`src/rtl/mw_slave_pkg.sv`:
```
package mw_slave_pkg;
  typedef enum logic [2:0] {
    ST_IDLE,
    ST_OPC,
    ST_ADDR,
    ST_DATA,
    ST_TAIL,
    ST_DUMMY,
    ST_READ,
    ST_HOLD
  } mw_state_e;

  localparam logic [1:0] OPC_READ    = 2'b10;
  localparam logic [1:0] OPC_WRITE   = 2'b01;
  localparam logic [1:0] OPC_SPECIAL = 2'b00;

  localparam logic [1:0] SP_ENABLE  = 2'b11;
  localparam logic [1:0] SP_ERASE   = 2'b10;
  localparam logic [1:0] SP_DISABLE = 2'b00;
endpackage

```
`src/rtl/mw_cmd_decoder.sv`:
```
module mw_cmd_decoder
  import mw_slave_pkg::*;
#(
  parameter int AW           = 7,
  parameter int WW           = 8,
  parameter int DUMMY_BIT    = 0,
  parameter int SPECIAL_TAIL = 0
) (
  input  logic          clk,
  input  logic          rst_n,
  input  logic          sel_i,
  input  logic          sclk_i,
  input  logic          sdi_i,
  input  logic          busy_i,
  input  logic [WW-1:0] rd_word_i,
  output logic [AW-1:0] rd_addr_o,
  output logic          sdo_o,
  output logic          wr_stb_o,
  output logic          en_stb_o,
  output logic          dis_stb_o,
  output logic          erase_stb_o,
  output logic [AW-1:0] cmd_addr_o,
  output logic [WW-1:0] cmd_data_o
);
  localparam int CW = $clog2(((AW > WW) ? AW : WW) + 1);
  localparam mw_state_e READ_ENTRY = (DUMMY_BIT != 0) ? ST_DUMMY : ST_READ;

  mw_state_e     state_q, state_n;
  logic [CW-1:0] cnt_q, cnt_n;
  logic [1:0]    opc_q, opc_n;
  logic [AW-1:0] addr_q, addr_n, ptr_q, ptr_n;
  logic [WW-1:0] data_q, data_n, shifted;
  logic          sclk_q, rise, special_go;
  logic          wr_n, en_n, dis_n, er_n;

  assign rise = sclk_i & ~sclk_q & sel_i;

  always_comb begin
    state_n    = state_q;
    cnt_n      = cnt_q;
    opc_n      = opc_q;
    addr_n     = addr_q;
    data_n     = data_q;
    ptr_n      = ptr_q;
    wr_n       = 1'b0;
    en_n       = 1'b0;
    dis_n      = 1'b0;
    er_n       = 1'b0;
    special_go = 1'b0;
    if (!sel_i) begin
      state_n = ST_IDLE;
    end else if (rise) begin
      case (state_q)
        ST_IDLE: if (sdi_i) begin
          state_n = busy_i ? ST_HOLD : ST_OPC;
          cnt_n   = '0;
        end
        ST_OPC: begin
          opc_n = {opc_q[0], sdi_i};
          if (cnt_q == CW'(1)) begin
            state_n = ST_ADDR;
            cnt_n   = '0;
          end else begin
            cnt_n = cnt_q + 1'b1;
          end
        end
        ST_ADDR: begin
          addr_n = {addr_q[AW-2:0], sdi_i};
          if (cnt_q == CW'(AW-1)) begin
            cnt_n = '0;
            case (opc_q)
              OPC_READ: begin
                ptr_n   = {addr_q[AW-2:0], sdi_i};
                state_n = READ_ENTRY;
              end
              OPC_WRITE: state_n = ST_DATA;
              OPC_SPECIAL: begin
                if (SPECIAL_TAIL != 0) begin
                  state_n = ST_TAIL;
                end else begin
                  special_go = 1'b1;
                  state_n    = ST_HOLD;
                end
              end
              default: state_n = ST_HOLD;
            endcase
          end else begin
            cnt_n = cnt_q + 1'b1;
          end
        end
        ST_DATA: begin
          data_n = {data_q[WW-2:0], sdi_i};
          if (cnt_q == CW'(WW-1)) begin
            wr_n    = 1'b1;
            state_n = ST_HOLD;
          end else begin
            cnt_n = cnt_q + 1'b1;
          end
        end
        ST_TAIL: begin
          if (cnt_q == CW'(1)) begin
            special_go = 1'b1;
            state_n    = ST_HOLD;
          end else begin
            cnt_n = cnt_q + 1'b1;
          end
        end
        ST_DUMMY: begin
          state_n = ST_READ;
          cnt_n   = '0;
        end
        ST_READ: begin
          if (cnt_q == CW'(WW-1)) begin
            cnt_n = '0;
            ptr_n = ptr_q + 1'b1;
          end else begin
            cnt_n = cnt_q + 1'b1;
          end
        end
        default: ;
      endcase
    end
    if (special_go) begin
      case (addr_n[AW-1 -: 2])
        SP_ENABLE:  en_n  = 1'b1;
        SP_ERASE:   er_n  = 1'b1;
        SP_DISABLE: dis_n = 1'b1;
        default: ;
      endcase
    end
  end

  always_ff @(posedge clk or negedge rst_n) begin
    if (!rst_n) begin
      sclk_q      <= 1'b0;
      state_q     <= ST_IDLE;
      cnt_q       <= '0;
      opc_q       <= '0;
      addr_q      <= '0;
      data_q      <= '0;
      ptr_q       <= '0;
      wr_stb_o    <= 1'b0;
      en_stb_o    <= 1'b0;
      dis_stb_o   <= 1'b0;
      erase_stb_o <= 1'b0;
    end else begin
      sclk_q      <= sclk_i;
      state_q     <= state_n;
      cnt_q       <= cnt_n;
      opc_q       <= opc_n;
      addr_q      <= addr_n;
      data_q      <= data_n;
      ptr_q       <= ptr_n;
      wr_stb_o    <= wr_n;
      en_stb_o    <= en_n;
      dis_stb_o   <= dis_n;
      erase_stb_o <= er_n;
    end
  end

  assign shifted    = rd_word_i << cnt_q;
  assign sdo_o      = (state_q == ST_READ) & shifted[WW-1];
  assign rd_addr_o  = ptr_q;
  assign cmd_addr_o = addr_q;
  assign cmd_data_o = data_q;
endmodule

```
`src/rtl/mw_word_store.sv`:
```
module mw_word_store #(
  parameter int AW = 7,
  parameter int WW = 8
) (
  input  logic          clk,
  input  logic          wr_en_i,
  input  logic          erase_i,
  input  logic [AW-1:0] addr_i,
  input  logic [WW-1:0] data_i,
  input  logic [AW-1:0] rd_addr_i,
  output logic [WW-1:0] rd_word_o
);
  localparam int DEPTH = 1 << AW;

  logic [WW-1:0] mem [DEPTH];

  always_ff @(posedge clk) begin
    if (erase_i) begin
      for (int i = 0; i < DEPTH; i++) mem[i] <= '1;
    end else if (wr_en_i) begin
      mem[addr_i] <= data_i;
    end
  end

  assign rd_word_o = mem[rd_addr_i];
endmodule

```
`src/rtl/mw_busy_timer.sv`:
```
module mw_busy_timer #(
  parameter int BUSY_CYCLES = 64
) (
  input  logic clk,
  input  logic rst_n,
  input  logic start_i,
  output logic busy_o
);
  localparam int TW = $clog2(BUSY_CYCLES + 1);

  logic [TW-1:0] cnt_q, cnt_n;

  always_comb begin
    cnt_n = cnt_q;
    if (start_i)            cnt_n = TW'(BUSY_CYCLES);
    else if (cnt_q != '0)   cnt_n = cnt_q - 1'b1;
  end

  always_ff @(posedge clk or negedge rst_n) begin
    if (!rst_n) cnt_q <= '0;
    else        cnt_q <= cnt_n;
  end

  assign busy_o = (cnt_q != '0);
endmodule

```
`src/rtl/mw_eeprom_slave.sv`:
```
module mw_eeprom_slave #(
  parameter int MEM_BYTES    = 128,
  parameter int WORD16       = 0,
  parameter int DUMMY_BIT    = 0,
  parameter int SPECIAL_TAIL = 0,
  parameter int BUSY_CYCLES  = 64
) (
  input  logic clk,
  input  logic rst_n,
  input  logic sel_i,
  input  logic sclk_i,
  input  logic sdi_i,
  output logic sdo_o,
  output logic busy_o
);
  localparam int WW = (WORD16 != 0) ? 16 : 8;
  localparam int AW = $clog2(MEM_BYTES) - ((WORD16 != 0) ? 1 : 0);

  logic [1:0]    rst_pipe;
  logic          rst_q;
  logic          wel_q, wel_n;
  logic          wr_stb, en_stb, dis_stb, erase_stb;
  logic          commit_wr, commit_er;
  logic [AW-1:0] rd_addr, cmd_addr;
  logic [WW-1:0] rd_word, cmd_data;

  always_ff @(posedge clk or negedge rst_n) begin
    if (!rst_n) rst_pipe <= 2'b00;
    else        rst_pipe <= {rst_pipe[0], 1'b1};
  end
  assign rst_q = rst_pipe[1];

  mw_cmd_decoder #(
    .AW(AW), .WW(WW), .DUMMY_BIT(DUMMY_BIT), .SPECIAL_TAIL(SPECIAL_TAIL)
  ) u_decoder (
    .clk(clk), .rst_n(rst_q), .sel_i(sel_i), .sclk_i(sclk_i), .sdi_i(sdi_i),
    .busy_i(busy_o), .rd_word_i(rd_word), .rd_addr_o(rd_addr), .sdo_o(sdo_o),
    .wr_stb_o(wr_stb), .en_stb_o(en_stb), .dis_stb_o(dis_stb),
    .erase_stb_o(erase_stb), .cmd_addr_o(cmd_addr), .cmd_data_o(cmd_data)
  );

  always_comb begin
    wel_n = wel_q;
    if (en_stb)       wel_n = 1'b1;
    else if (dis_stb) wel_n = 1'b0;
  end

  always_ff @(posedge clk or negedge rst_q) begin
    if (!rst_q) wel_q <= 1'b0;
    else        wel_q <= wel_n;
  end

  assign commit_wr = wr_stb & wel_q;
  assign commit_er = erase_stb & wel_q;

  mw_word_store #(.AW(AW), .WW(WW)) u_store (
    .clk(clk), .wr_en_i(commit_wr), .erase_i(commit_er), .addr_i(cmd_addr),
    .data_i(cmd_data), .rd_addr_i(rd_addr), .rd_word_o(rd_word)
  );

  mw_busy_timer #(.BUSY_CYCLES(BUSY_CYCLES)) u_busy (
    .clk(clk), .rst_n(rst_q), .start_i(commit_wr | commit_er), .busy_o(busy_o)
  );
endmodule

```
`config.mk`:
```
export PLATFORM = sky130hd
export DESIGN_NAME = mw_eeprom_slave
export DESIGN_NICKNAME = d
export VERILOG_FILES = /design/src/rtl/mw_slave_pkg.sv /design/src/rtl/mw_cmd_decoder.sv /design/src/rtl/mw_word_store.sv /design/src/rtl/mw_busy_timer.sv /design/src/rtl/mw_eeprom_slave.sv
export SDC_FILE = /design/constraint.sdc
export NUM_CORES = 2
export LEC_CHECK = 0
export CORE_AREA = 4 4 287 402
export DETAILED_ROUTE_END_ITERATION = 7
export DIE_AREA = 0 0 291 406
export SETUP_SLACK_MARGIN = 0.5
export SYNTH_ARGS = -nofsm -noshare
export SYNTH_HDL_FRONTEND = slang
export SYNTH_HIERARCHICAL = 1
export SYNTH_SLANG_ARGS = --single-unit
export TNS_END_PERCENT = 50
```
`constraint.sdc`:
```
create_clock -name clk -period 4.2 [get_ports clk]
set_input_delay 0.63 -clock clk [delete_from_list [all_inputs] [get_ports clk]]
set_output_delay 0.63 -clock clk [all_outputs]
set_load 0.01 [all_outputs]
```
# Word-level counts from Yosys, hierarchy flattened
# Memory sizes are Yosys's and may differ from the RTL's.
# Cells that the tools add are included.
# totals
mem_bits_rw	1024
n_memories	1
out_inout_bits	2
ff_bits	46
# op_classes
bitwise	7
n_addsub	3
shift	1
n_eq_ne	26
reduce_logical	15
n_mux	52
# mem_list
memory	words	width	rd	rd_ports_with_merged_regs	write_ports	line_no	text
u_store.mem	128	8	1	0	128	mw_word_store.sv:15	logic [WW-1:0] mem [DEPTH];
# ops
op	count
7-bit 2-to-1 mux	9
4-bit case mux with 7 select lines	1
3-bit 2-to-1 mux	8
4-bit 2-to-1 mux	6
1-bit 2-to-1 mux	23
3-bit case mux with 6 select lines	1
7-bit case mux with 2 select lines	1
7-bit nonzero test	2
3-bit by 2-bit != test with 1-bit output (second input constant)	4
6-bit AND reduction	2
3-bit equality test (second input constant)	3
3-bit AND reduction	3
4-bit by 3-bit equality test with 1-bit output (second input constant)	2
8-bit 2-to-1 mux	1
2-bit != test (second input constant)	4
8-bit OR reduction	1
8-bit by 4-bit left shift with 8-bit output	1
7-bit by 1-bit adder with 7-bit output (second input constant)	1
7-bit by 1-bit != test with 1-bit output (second input constant)	1
7-bit AND reduction	1
7-bit by 1-bit subtractor with 7-bit output (second input constant)	1
2-bit equality test (second input constant)	3
3-bit by 2-bit equality test with 1-bit output (second input constant)	2
2-bit by 1-bit != test with 1-bit output (second input constant)	3
other kinds (13)	20

# Depth between registers and ports, before layout
# depth
word_depth	8
depth_mapped	10
mapped_depth_nobuf	9

# Cells and area by module
# The synthesis kept the hierarchy.
# by_module_without_submodules
mod	cells_per_inst	area_per_inst_um2	instances
mw_word_store	2981	47589.4	1
mw_cmd_decoder	192	1974.4	1
mw_busy_timer	39	389.1	1
mw_eeprom_slave	9	110.1	1

# Worst setup path before layout
# Ideal clock, no wire load.
# synth_timing
path_kind	register to output
from	reg u_decoder.ptr_q[0] (netlist: u_decoder/rd_addr_o[0])
to	out sdo_o
stages_incl_launch_ff	10
n_path_buf	2
required_time_ns	3.570
t_arrival_ns	3.450
path_slack_ns	0.120
cell_sequence	dfrtp_1 clkbuf_1 buf_1 mux4_2 mux4_2 mux4_2 mux2_2 mux4_2 mux2i_1 nor3_1
# synth_between
elab_chain_cells	3
# synth_rtl
element	line_no	text
start, declared	mw_cmd_decoder.sv:31	logic [AW-1:0] addr_q, addr_n, ptr_q, ptr_n;
start signal, assigned	mw_cmd_decoder.sv:153	ptr_q <= ptr_n;
memory read 128 x 8 bit	n/a	
via rd_word[0]	mw_eeprom_slave.sv:25	logic [WW-1:0] rd_word, cmd_data;
8-bit by 4-bit left shift with 8-bit output	mw_cmd_decoder.sv:161	assign shifted = rd_word_i << cnt_q;
1-bit AND	mw_cmd_decoder.sv:162	assign sdo_o = (state_q == ST_READ) & shifted[WW-1];
end, declared	mw_eeprom_slave.sv:13	output logic sdo_o,
# The timed path passes the listed nets, and every way through them passes these cells.

# Final worst setup path
# Same ends and word-level chain as after synthesis.

==> impl_metrics.ini <==
[outcome]
status = finished, violations left
violations = negative setup slack

[power_and_ir_drop]
ir_worst_vdd_uv = 300
finalPower_w = 0.0224
power.leakage_nw = 19.7
power_density_nw_per_um2 = 395

[place]
hpwlAfterDp_um = 88600
gp_congestion = 0.880
io_buffers = 6

[timing]
timing.fmax_mhz = 188
period_minus_slack_ns = 5.31
rsz0062_at_grt = yes
finalSetupViolCount = 1
finalClockSkew_ns = 0.0272
finalHoldViolCount = 0
slew_violations = 0
finalCritPeriodShare_pct = 126
relSlewSlack_pct = 20.9
worst_slack_ns = -1.11
tightest_slew_ns = 1.19

[floorplanning]
start_util_pct = 44.9
core-area_sq_um = 111000
dieWidth_um = 291
num_rows = 145
die_h_um = 406
die_area_sq_um = 118000
io_pins = 7

[yosys]
ys_seq_area_share_pct = 63.7
syn-num-nets = 3231
synth_seq_cells = 1070
ys_top_cells_by_area = edfxtp_1 61%, mux4_2 15%, or3_1 7.8%
yosysMostFrequentCell = edfxtp_1
synth_area_leader_cell = edfxtp_1
async_reset_ff_share_pct = 4.30
yosysTopAreaCellShare_pct = 61.4
ys_warn_count = 6
yosys-top-cells-count = 1,024 x edfxtp_1, 628 x or3_1, 379 x or2_2, 338 x mux4_2, 302 x clkbuf_1
syn_area_per_cell_sq_um = 15.5
synth-edff-count = 1024
syn_area_sq_um = 50100
yosysUniqueCellTypes = 67
synth_ff_type = edfxtp_1
syn_inst = 3221

[routing]
routed_wl_um = 137000
vias = 28500
drtAntennaViolNets = 0
wl_met1_um = 50500
wl_per_cell_um = 29.0
wl_met3_um = 6900
drt_iter0_drc = 2817
top_layer_used = met4
wl_met2_um = 74100
drt_first_pass_iters = 8
drc = 0
via_per_inst = 6.03

[setup_path]
r2r_end = u_store/mem[71][7]
cp-end-kind = output pin
cp.arrival_ns = 4.68
worstReg2RegStart = wel_q
ff2ff_setup_slack_ns = 0.90
path_class = reg -> out
critical_path_required_ns = 3.57
startpoint_type = flop
cp_max_fo = 7
reg2reg_depth = 5

[final_layout]
fin_util_pct = 50.8
finalNetCount = 3180
final_layout_size_suffix_gt1_share_pct = 34.6
syn_to_final_growth_pct = 13.0

[cts]
cts_sinks = 1070
cts_root_buf = clkbuf_16
ctsHtreeMaxLevel = 3
clkLatencyLatePin_ns = 0.70
cts_made_buffers = 106
clock_path_buffers = 3
clk_pin_slew_ns = 0.06
cts_tree = yes

[global_routing]
antenna_found_initial = 2
grt_first_pass_wirelength_um = 204000
grt_use_total_pct = 23.2
grt_pass1_vias = 29700
grt_start_max_net_pins = 131
grt_overflow = 0

[job]
cap_viol_max_count = 0

[hold_path]
hp-class = in -> async
worst max-delay path, stage by stage, from the launching register on:
cell,delay [ns]
dfrtp_4,0.51
buf_12,0.16
buf_16,0.15
buf_4,0.15
mux4_2,0.47
mux4_2,0.59
mux4_2,0.58
mux2_2,0.30
mux4_2,0.49
mux2i_4,0.22
buf_6,0.14
nor3_4,0.04
buf_2,0.16
report_power, final:
| part | internal [W] | switching [W] | total [W] |
|---|---|---|---|
| Clock | 0.00592 | 0.00409 | 0.0100 |
| Combinational | 0.000221 | 0.000443 | 0.000664 |
| Sequential | 0.0115 | 0.000137 | 0.0117 |
| Total | 0.0177 | 0.00467 | 0.0224 |
what timing repair did:
item | 4_1_cts | 5_1_grt
hold buffers | 0 | 0
gates cloned | 8 | 4
pin swaps | 0 | 1
resized for setup | 37 | 8
setup buffers | 5 | 0
setup endpoints to repair | 1 | 1
routing by layer:
layer,track usage [%],vias to the layer above
met5,0,-
met4,9.59,0
met3,2.77,231
met2,42.7,971
met1,27.7,14900
li1,-,12300
worst max path at each step:
stage | startpoint | to | slack [ns] | cells past startpoint
final | u_decoder/rd_addr_o[0] | sdo_o | -1.11 | 12
after global routing | u_decoder/rd_addr_o[0] | sdo_o | -1.18 | 13
after CTS | u_decoder/rd_addr_o[0] | sdo_o | -1.16 | 12
after detailed placement | u_decoder/rd_addr_o[0] | sdo_o | -0.89 | 11
after global placement | u_decoder/rd_addr_o[0] | sdo_o | -0.97 | 11
after floorplan | u_decoder/rd_addr_o[0] | sdo_o | 0.38 | 10
kinds of logic (layout without fill, tap and decap cells):
kind of cell             count (synthesis)  in the layout  share of synthesized area, %
other                                    1              4                       0.00749
buffers and inverters                  370            404                          2.97
multiplexers                           362            362                          15.7
AO/OA/AOI/OAI                          134            134                          1.92
flip-flops                            1070           1070                          63.7
AND/OR/NAND/NOR                       1279           1279                          15.5
adder cells (fa/ha/maj)                  5              5                         0.125
sequential cells by signal (all words and copies together) (netlist names), 2 cells and up:
name                  cells
rst_pipe                  2
u_busy/cnt_q              7
u_decoder/cmd_addr_o      7
u_decoder/cmd_data_o      8
u_decoder/cnt_q           4
u_decoder/opc_q           2
u_decoder/rd_addr_o       7
u_decoder/state_q         3
u_store/mem            1024
area by class of cell:
class,count,area [sq um]
fill,9081,54800
inverter,12,45.0
tap,1470,1840
clock buffer,117,2700
sequential,1070,31900
timing repair buffer,199,2310
multi-input combinational,1781,16800
antenna,3,7.51
clock inverter,76,938
stage by stage:
step / instance area (sq um) / setup TNS [ns] / std cells / hold WS [ns] / setup slack [ns]
after CTS: 56400 / -1.16 / 4721 / 0.0418 / -1.16
after detailed placement: 52300 / -0.893 / 4515 / 0.336 / -0.893
after global routing: 56500 / -1.18 / 4725 / 0.0664 / -1.18
after global placement: 52300 / -0.972 / 4515 / 0.338 / -0.972
final: 56600 / -1.11 / 4728 / 0.0957 / -1.11
after floorplan: 50400 / 0 / 3221 / 0.331 / 0.381
layout by cell type (no fill, tap or decap), types with 12 or more instances in the layout:
cell type / instances
or3_1: 628
nand2b_1: 79
o21bai_1: 64
bufinv_16: 21
clkinv_1: 20
buf_12: 29
nor2_1: 27
dfrtp_1: 33
clkbuf_16: 110
edfxtp_1: 1024
mux4_2: 338
o21ai_1: 16
nand2_1: 83
a21o_1: 17
nor2b_1: 13
clkinv_2: 18
dfrtp_4: 12
buf_16: 16
nor3_1: 13
buf_4: 132
or2_2: 379
nand3_1: 12
No activity file was read; power rests on OpenSTA's default activity.
